**src/rtl/oneshot_pkg.sv**
```systemverilog
package oneshot_pkg;

    // Synchronized per-channel input bundle
    typedef struct packed {
        logic neg_in;   // falling-edge trigger level
        logic pos_in;   // rising-edge trigger level
        logic clr_n;    // active-low clear level
    } trig_in_t;

    localparam int TRIG_W = $bits(trig_in_t);

    // Command from the edge detector to the timer
    typedef enum logic [1:0] {
        TMR_HOLD = 2'd0,
        TMR_LOAD = 2'd1,
        TMR_KILL = 2'd2
    } tmr_cmd_e;

    // Qualified edge: falling neg while pos high, or rising pos while neg low
    function automatic logic trig_event(trig_in_t prev, trig_in_t cur);
        logic fall_hit;
        logic rise_hit;
        fall_hit = prev.neg_in & ~cur.neg_in & cur.pos_in;
        rise_hit = ~prev.pos_in & cur.pos_in & ~cur.neg_in;
        return fall_hit | rise_hit;
    endfunction

    // Clear has priority over any trigger in the same cycle
    function automatic tmr_cmd_e pick_cmd(logic armed, trig_in_t prev, trig_in_t cur);
        if (!cur.clr_n) begin
            return TMR_KILL;
        end
        if (armed && trig_event(prev, cur)) begin
            return TMR_LOAD;
        end
        return TMR_HOLD;
    endfunction

endpackage

```
**src/rtl/os_sync.sv**
```systemverilog
module os_sync #(
    parameter int              WIDTH   = 3,
    parameter int              STAGES  = 2,
    parameter logic [WIDTH-1:0] RST_VAL = '0
) (
    input  logic             clk,
    input  logic             rst,
    input  logic [WIDTH-1:0] d,
    output logic [WIDTH-1:0] q
);

    logic [STAGES-1:0][WIDTH-1:0] chain_q;

    generate
        if (STAGES == 1) begin : g_single
            always_ff @(posedge clk) begin
                if (rst) chain_q <= RST_VAL;
                else     chain_q <= d;
            end
        end else begin : g_multi
            always_ff @(posedge clk) begin
                if (rst) chain_q <= {STAGES{RST_VAL}};
                else     chain_q <= {chain_q[STAGES-2:0], d};
            end
        end
    endgenerate

    assign q = chain_q[STAGES-1];

endmodule

```
**src/rtl/os_trig_detect.sv**
```systemverilog
module os_trig_detect
    import oneshot_pkg::*;
(
    input  logic     clk,
    input  logic     rst,
    input  logic     armed,
    input  trig_in_t cur,
    output tmr_cmd_e cmd
);

    trig_in_t prev_q;

    // The previous sample keeps tracking during clear, so edges seen
    // while clear is low are consumed and never replayed later.
    always_ff @(posedge clk) begin
        if (rst) prev_q <= '0;
        else     prev_q <= cur;
    end

    always_comb begin
        cmd = pick_cmd(armed, prev_q, cur);
    end

endmodule

```
**src/rtl/os_timer.sv**
```systemverilog
module os_timer
    import oneshot_pkg::*;
#(
    parameter int CNT_W = 16
) (
    input  logic             clk,
    input  logic             rst,
    input  tmr_cmd_e         cmd,
    input  logic [CNT_W-1:0] len,
    output logic             active
);

    logic [CNT_W-1:0] cnt_q;

    always_ff @(posedge clk) begin
        if (rst) begin
            cnt_q <= '0;
        end else begin
            unique case (cmd)
                TMR_KILL: cnt_q <= '0;
                TMR_LOAD: cnt_q <= len;
                default:  if (cnt_q != '0) cnt_q <= cnt_q - 1'b1;
            endcase
        end
    end

    assign active = (cnt_q != '0);

endmodule

```
**src/rtl/os_channel.sv**
```systemverilog
module os_channel
    import oneshot_pkg::*;
#(
    parameter int CNT_W       = 16,
    parameter int SYNC_STAGES = 2
) (
    input  logic             clk,
    input  logic             rst,
    input  logic             armed,
    input  logic             neg_trig,
    input  logic             pos_trig,
    input  logic             clr_n,
    input  logic [CNT_W-1:0] len,
    output logic             pulse,
    output logic             pulse_n
);

    logic [TRIG_W-1:0] sync_q;
    trig_in_t          cur;
    tmr_cmd_e          cmd;
    logic              active;

    os_sync #(
        .WIDTH   (TRIG_W),
        .STAGES  (SYNC_STAGES),
        .RST_VAL ('0)
    ) u_sync (
        .clk (clk),
        .rst (rst),
        .d   ({neg_trig, pos_trig, clr_n}),
        .q   (sync_q)
    );

    assign cur = trig_in_t'(sync_q);

    os_trig_detect u_det (
        .clk   (clk),
        .rst   (rst),
        .armed (armed),
        .cur   (cur),
        .cmd   (cmd)
    );

    os_timer #(
        .CNT_W (CNT_W)
    ) u_tmr (
        .clk    (clk),
        .rst    (rst),
        .cmd    (cmd),
        .len    (len),
        .active (active)
    );

    assign pulse   = active;
    assign pulse_n = ~active;

endmodule

```
**src/rtl/oneshot_dual.sv**
```systemverilog
module oneshot_dual #(
    parameter int NUM_CH      = 2,
    parameter int CNT_W       = 16,
    parameter int SYNC_STAGES = 2
) (
    input  logic                    clk,
    input  logic                    rst,
    input  logic [NUM_CH-1:0]       neg_trig_i,
    input  logic [NUM_CH-1:0]       pos_trig_i,
    input  logic [NUM_CH-1:0]       clr_n_i,
    input  logic [NUM_CH*CNT_W-1:0] len_i,
    output logic [NUM_CH-1:0]       pulse_o,
    output logic [NUM_CH-1:0]       pulse_n_o
);

    // Edge detection is enabled only once the synchronizers and the
    // previous-sample register all hold post-reset input samples.
    localparam int ARM_W = SYNC_STAGES + 1;

    logic [ARM_W-1:0] arm_q;
    logic             armed;

    always_ff @(posedge clk) begin
        if (rst) arm_q <= '0;
        else     arm_q <= {arm_q[ARM_W-2:0], 1'b1};
    end

    assign armed = arm_q[ARM_W-1];

    generate
        for (genvar c = 0; c < NUM_CH; c++) begin : g_ch
            os_channel #(
                .CNT_W       (CNT_W),
                .SYNC_STAGES (SYNC_STAGES)
            ) u_ch (
                .clk      (clk),
                .rst      (rst),
                .armed    (armed),
                .neg_trig (neg_trig_i[c]),
                .pos_trig (pos_trig_i[c]),
                .clr_n    (clr_n_i[c]),
                .len      (len_i[c*CNT_W +: CNT_W]),
                .pulse    (pulse_o[c]),
                .pulse_n  (pulse_n_o[c])
            );
        end
    endgenerate

endmodule

```
**config.mk**
```make
export PLATFORM = sky130hd
export DESIGN_NAME = oneshot_dual
export DESIGN_NICKNAME = d
export VERILOG_FILES = /design/src/rtl/oneshot_pkg.sv /design/src/rtl/os_sync.sv /design/src/rtl/os_trig_detect.sv /design/src/rtl/os_timer.sv /design/src/rtl/os_channel.sv /design/src/rtl/oneshot_dual.sv
export SDC_FILE = /design/constraint.sdc
export NUM_CORES = 1
export LEC_CHECK = 0
export ABC_AREA = 1
export BUFFER_PORTS_ARGS = -buffer_cell sky130_fd_sc_hd__buf_2
export CAP_MARGIN = 20
export CORE_UTILIZATION = 50
export DETAILED_ROUTE_END_ITERATION = 10
export GPL_ROUTABILITY_DRIVEN = 0
export GPL_TIMING_DRIVEN = 0
export PLACE_DENSITY = 0.72
export SLEW_MARGIN = 10
export SYNTH_ARGS = -nofsm -noshare
export SYNTH_HDL_FRONTEND = slang
export SYNTH_HIERARCHICAL = 1
export SYNTH_SLANG_ARGS = --single-unit
```
**constraint.sdc**
```tcl
create_clock -name clk -period 1.9 [get_ports clk]
set_clock_uncertainty 0.2 [all_clocks]
set_input_delay 0.095 -clock clk [delete_from_list [all_inputs] [get_ports clk]]
set_output_delay 0.095 -clock clk [all_outputs]
set_load 0.02 [all_outputs]
```
==> impl.org <==
** Logic synthesis
- Of the post-synthesis cell area, the dominant cell type holds 33.8%.
- In this run, distinct cell masters in the synthesized netlist total 27.
- For this run, asynchronously set or reset flops after synthesis account for 0%.
- Prevailing post-synth register cell :: dfxtp_1
- In the post-synthesis netlist, the biggest area contributors are dfxtp_1 (34%), nand2_1 (17%), nor2_1 (10%), inv_1 (8.3%), nand3_1 (4.0%).
- After synthesis, flip-flops and latches occupy about a third of the total area.
- Post-Syn Area per Cell :: around 6.4 um2
- Net count after synthesis :: 520
- During synthesis, Yosys emitted a total of 6 warnings.
- dfxtp_1 takes more of the synthesized area than any other cell.
- Summing every instance area after synthesis gives ~3000 um2.
- Seq cells post-synth :: 51
- Number of flops mapped to enable cells by yosys :: 0
- Count of mapped cells out of synthesis :: 474

** Timing
- Relative max-transition margin :: ~65%
- Upper clock frequency limit :: ~0.52 GHz
- The count of final hold-check violations came to 0.
- Time the worst path needs with I/O delays and setup :: about 1.9 ns
- Setup repair after global routing could not meet its margin everywhere.
- Slew at the pin with the worst max-slew slack :: between 0.5 and 0.6 ns
- Across all setup checks in the final design, the least slack found is -0.0185 ns.
- Adding up every negative setup slack in the final design gives -0.0485 ns.
- Setup violations remaining at the end of the flow were counted as 3.
- Final max-slew violation count :: 0
- Of the available clock period, the critical path in the final layout requires 101%.

** Finish
- Fraction of final layout cells with drive strength greater than 1 :: 29.5%
- Compared with the post-synthesis result, the final layout area differs by 40.4%.
- Post-route design area :: about 4200 um2
- Fill cells in the final layout number roughly 430.
- Nets :: around 630
- Non-filler cells, final :: roughly 650
- The number of antenna diodes in the final layout is 0.
- Post-layout utilization of the core :: 74.8%

** Flow run
- Across the run, the number of max-cap violations was 0.

** Placed design
- Summing all placed instances gives a cell area of roughly 3300 um2.
- Input and output buffers added on the ports amount to 43.
- DP HPWL :: between 4 and 5 mm
- Cell total after placement :: between 500 and 600

** GRT
- The number of antenna violations at the first check in global routing was 0.
- First-pass GRT wire length :: roughly 13 mm
- Total routing resource utilization after global routing :: about a quarter
- Maximum number of pins on one net before global-route repair :: 22
- Number of global-route vias before repair :: between 2000 and 3000
- For this run the aggregate overflow at the end of global routing stands at 0.

** Detailed routing
- The detail route stage leaves a number of antenna-violating nets equal to 0.
- Remaining DRCs :: 0
- M1 WL :: about 3.6 mm
- Routed via count divided by cell count :: between 5 and 6
- Dividing the detail-routed wire length by the instance count gives about 13 um.
- Detailed routing placed a total of 3.97 mm of wire on met2.
- Met3 wire length :: roughly 520 um
- Summing over every cut layer, the via total after detailed routing is approximately 3300.
- The detailed router used layers up to and including met4.
- Initial drt markers :: between 200 and 300
- Wires add up to ~8.3 mm.
- The first detailed-routing pass took 6 iterations.

** Pwr
- Cell leakage power :: between 2 and 2.5 nW
- Worst IR Drop VDD :: between 400 and 500 uV
- Summing internal, switching and leakage power gives approximately 0.0029 W.
- Dividing total power by cell area gives a power density of between 600 and 700 nW/um2.

** Clocking
- Maximum clock path buffer count :: 2
- In this run the number of H-tree levels came out at 2.
- Clk_lat worst skew :: around 0.32 ns
- Clock buffers created by TritonCTS :: 5
- Clock-pin slew was measured on the worst setup and hold paths at roughly 0.1 ns.
- Number of clock sinks :: 51
- TritonCTS built the clock tree.
- Root buffer cell :: clkbuf_8

** Worst setup path
- CP max FO :: 6
- Category of the most critical setup path :: register to register
- The worst setup path is launched from a register.
- STA puts the critical path data arrival time at around 1.9 ns.
- Crit. End Element :: register
- Critical path required time :: 1.92 ns

** Status
- Violations in the final reports :: negative setup slack
- Result of the run :: finished with violations

** Die
- Total Die Area :: between 6000 and 7000 um2
- For this configuration, the core starts out at a cell density of between 50% and 60%.
- Core outline area :: between 5000 and 6000 um2
- Die H :: ~80 um
- From left edge to right edge, the die measures roughly 80 um.
- Number of I/O pins :: between 40 and 50
- The floorplan has 27 rows.

** Worst hold path
- The worst hold path belongs to the class primary input to register.
==> cell usage after synthesis (4+ instances only) <==
cell type  number
nand2_1       140
nor2_1         84
inv_1          67
dfxtp_1        51
nand3_1        24
nor2_2         18
o21ai_0        16
a21oi_1        12
buf_4           8
nand2_2         8
ha_1            6
a22oi_1         4
and2_1          4
nor2_4          4
xor2_1          4
==> worst max-delay path, cell delays in order, from the launching register on <==
cell and delay (ns):
dfxtp_2 0.33, inv_2 0.04, nor2_4 0.09, nand2_2 0.07, nor2_4 0.11, inv_2 0.05, ha_4 0.24, nor2_4 0.22
buf_4 0.15, a22oi_1 0.09, a21oi_1 0.24
==> worst paths after layout <==
| kind | from | endpoint | slack (ns) | depth (start not counted) |
|---|---|---|---|---|
| setup / recovery | g_ch[0].u_ch/u_sync/q[1] | g_ch[0].u_ch/u_tmr/cnt_q[2] | -0.02 | 10 |
| hold / removal | len_i[1] | g_ch[0].u_ch/u_tmr/cnt_q[1] | 0.002 | 6 |
| setup reg to reg | g_ch[0].u_ch/u_sync/q[1] | g_ch[0].u_ch/u_tmr/cnt_q[2] | -0.02 | 10 |
| hold reg to reg | g_ch[1].u_ch/u_sync/chain_q[1] | g_ch[1].u_ch/u_sync/q[1] | 0.20 | 2 |
==> what timing repair did <==
| item | in CTS | in global routing |
|---|---|---|
| resized for setup | 25 | 73 |
| setup endpoints to repair | 34 | 36 |
| cloned | 0 | 2 |
| hold buffers | 41 | 0 |
| endpoints found under the hold margin | 47 | 0 |
| pin swaps | 7 | 45 |
| setup buffers | 5 | 13 |
==> registers in the layout, summed over array words and instances (netlist names) <==
signal                    flops
g_ch.u_ch/u_tmr/cnt_q        32
g_ch.u_ch/u_sync/chain_q      6
g_ch.u_ch/u_sync/q            6
g_ch.u_ch/u_det/prev_q        4
arm_q                         3
==> power breakdown <==
group          leakage [nW]  internal (W)  switching, W
combinational          1.65      0.000355      0.000466
clock                0.0644      0.000525      0.000396
sequential            0.420       0.00111     0.0000441
total                  2.13       0.00200      0.000907
==> final cells by class <==
cell class	instances	area (um2)	area share, %
buffer	8	75.1	1.77
clock buffer	5	68.8	1.62
clock inverter	3	67.6	1.59
inverter	67	251	5.92
multi-input combinational	342	1860	43.8
sequential	51	1030	24.3
tap	72	90.1	2.12
timing repair buffer	104	802	18.9
==> cell usage in the layout, fill, tap and decap left out, drive strengths merged, types with 4 or more instances in the layout <==
cell type | synthesis | final
a22oi | 4 | 4
nand2 | 148 | 148
o21ai | 18 | 18
nor3 | 4 | 4
xor2 | 4 | 4
dlygate4sd3 | 0 | 41
nand3 | 24 | 24
nor2 | 106 | 106
nand4 | 4 | 4
buf | 12 | 69
and2 | 4 | 4
dfxtp | 51 | 51
clkbuf | 2 | 7
ha | 6 | 6
inv | 67 | 67
a21oi | 12 | 12
==> cell families after synthesis <==
| kind of cell | share of synthesized area, % |
|---|---|
| AND/OR/NAND/NOR | 43.2 |
| buffers and inverters | 11.6 |
| flip-flops | 33.8 |
| AO/OA/AOI/OAI | 7.20 |
| XOR/XNOR | 1.74 |
| adder cells (fa/ha/maj) | 2.48 |
==> stage by stage <==
step	hold slack [ns]	worst slack [ns]
floorplan	-0.0485	0.0345
global placement	0.0929	-0.245
detailed placement	0.101	-0.266
CTS	0.00382	0.00204
global route	0.0594	-0.104
finish	0.00194	-0.0185
==> layer usage <==
metal	GRT usage (%)	up-vias
met4	10.0	0
met1	31.8	1490
met3	4.34	27
met2	45.7	129
met5	0	-
li1	-	1649
(Power assumes the default switching activity.)
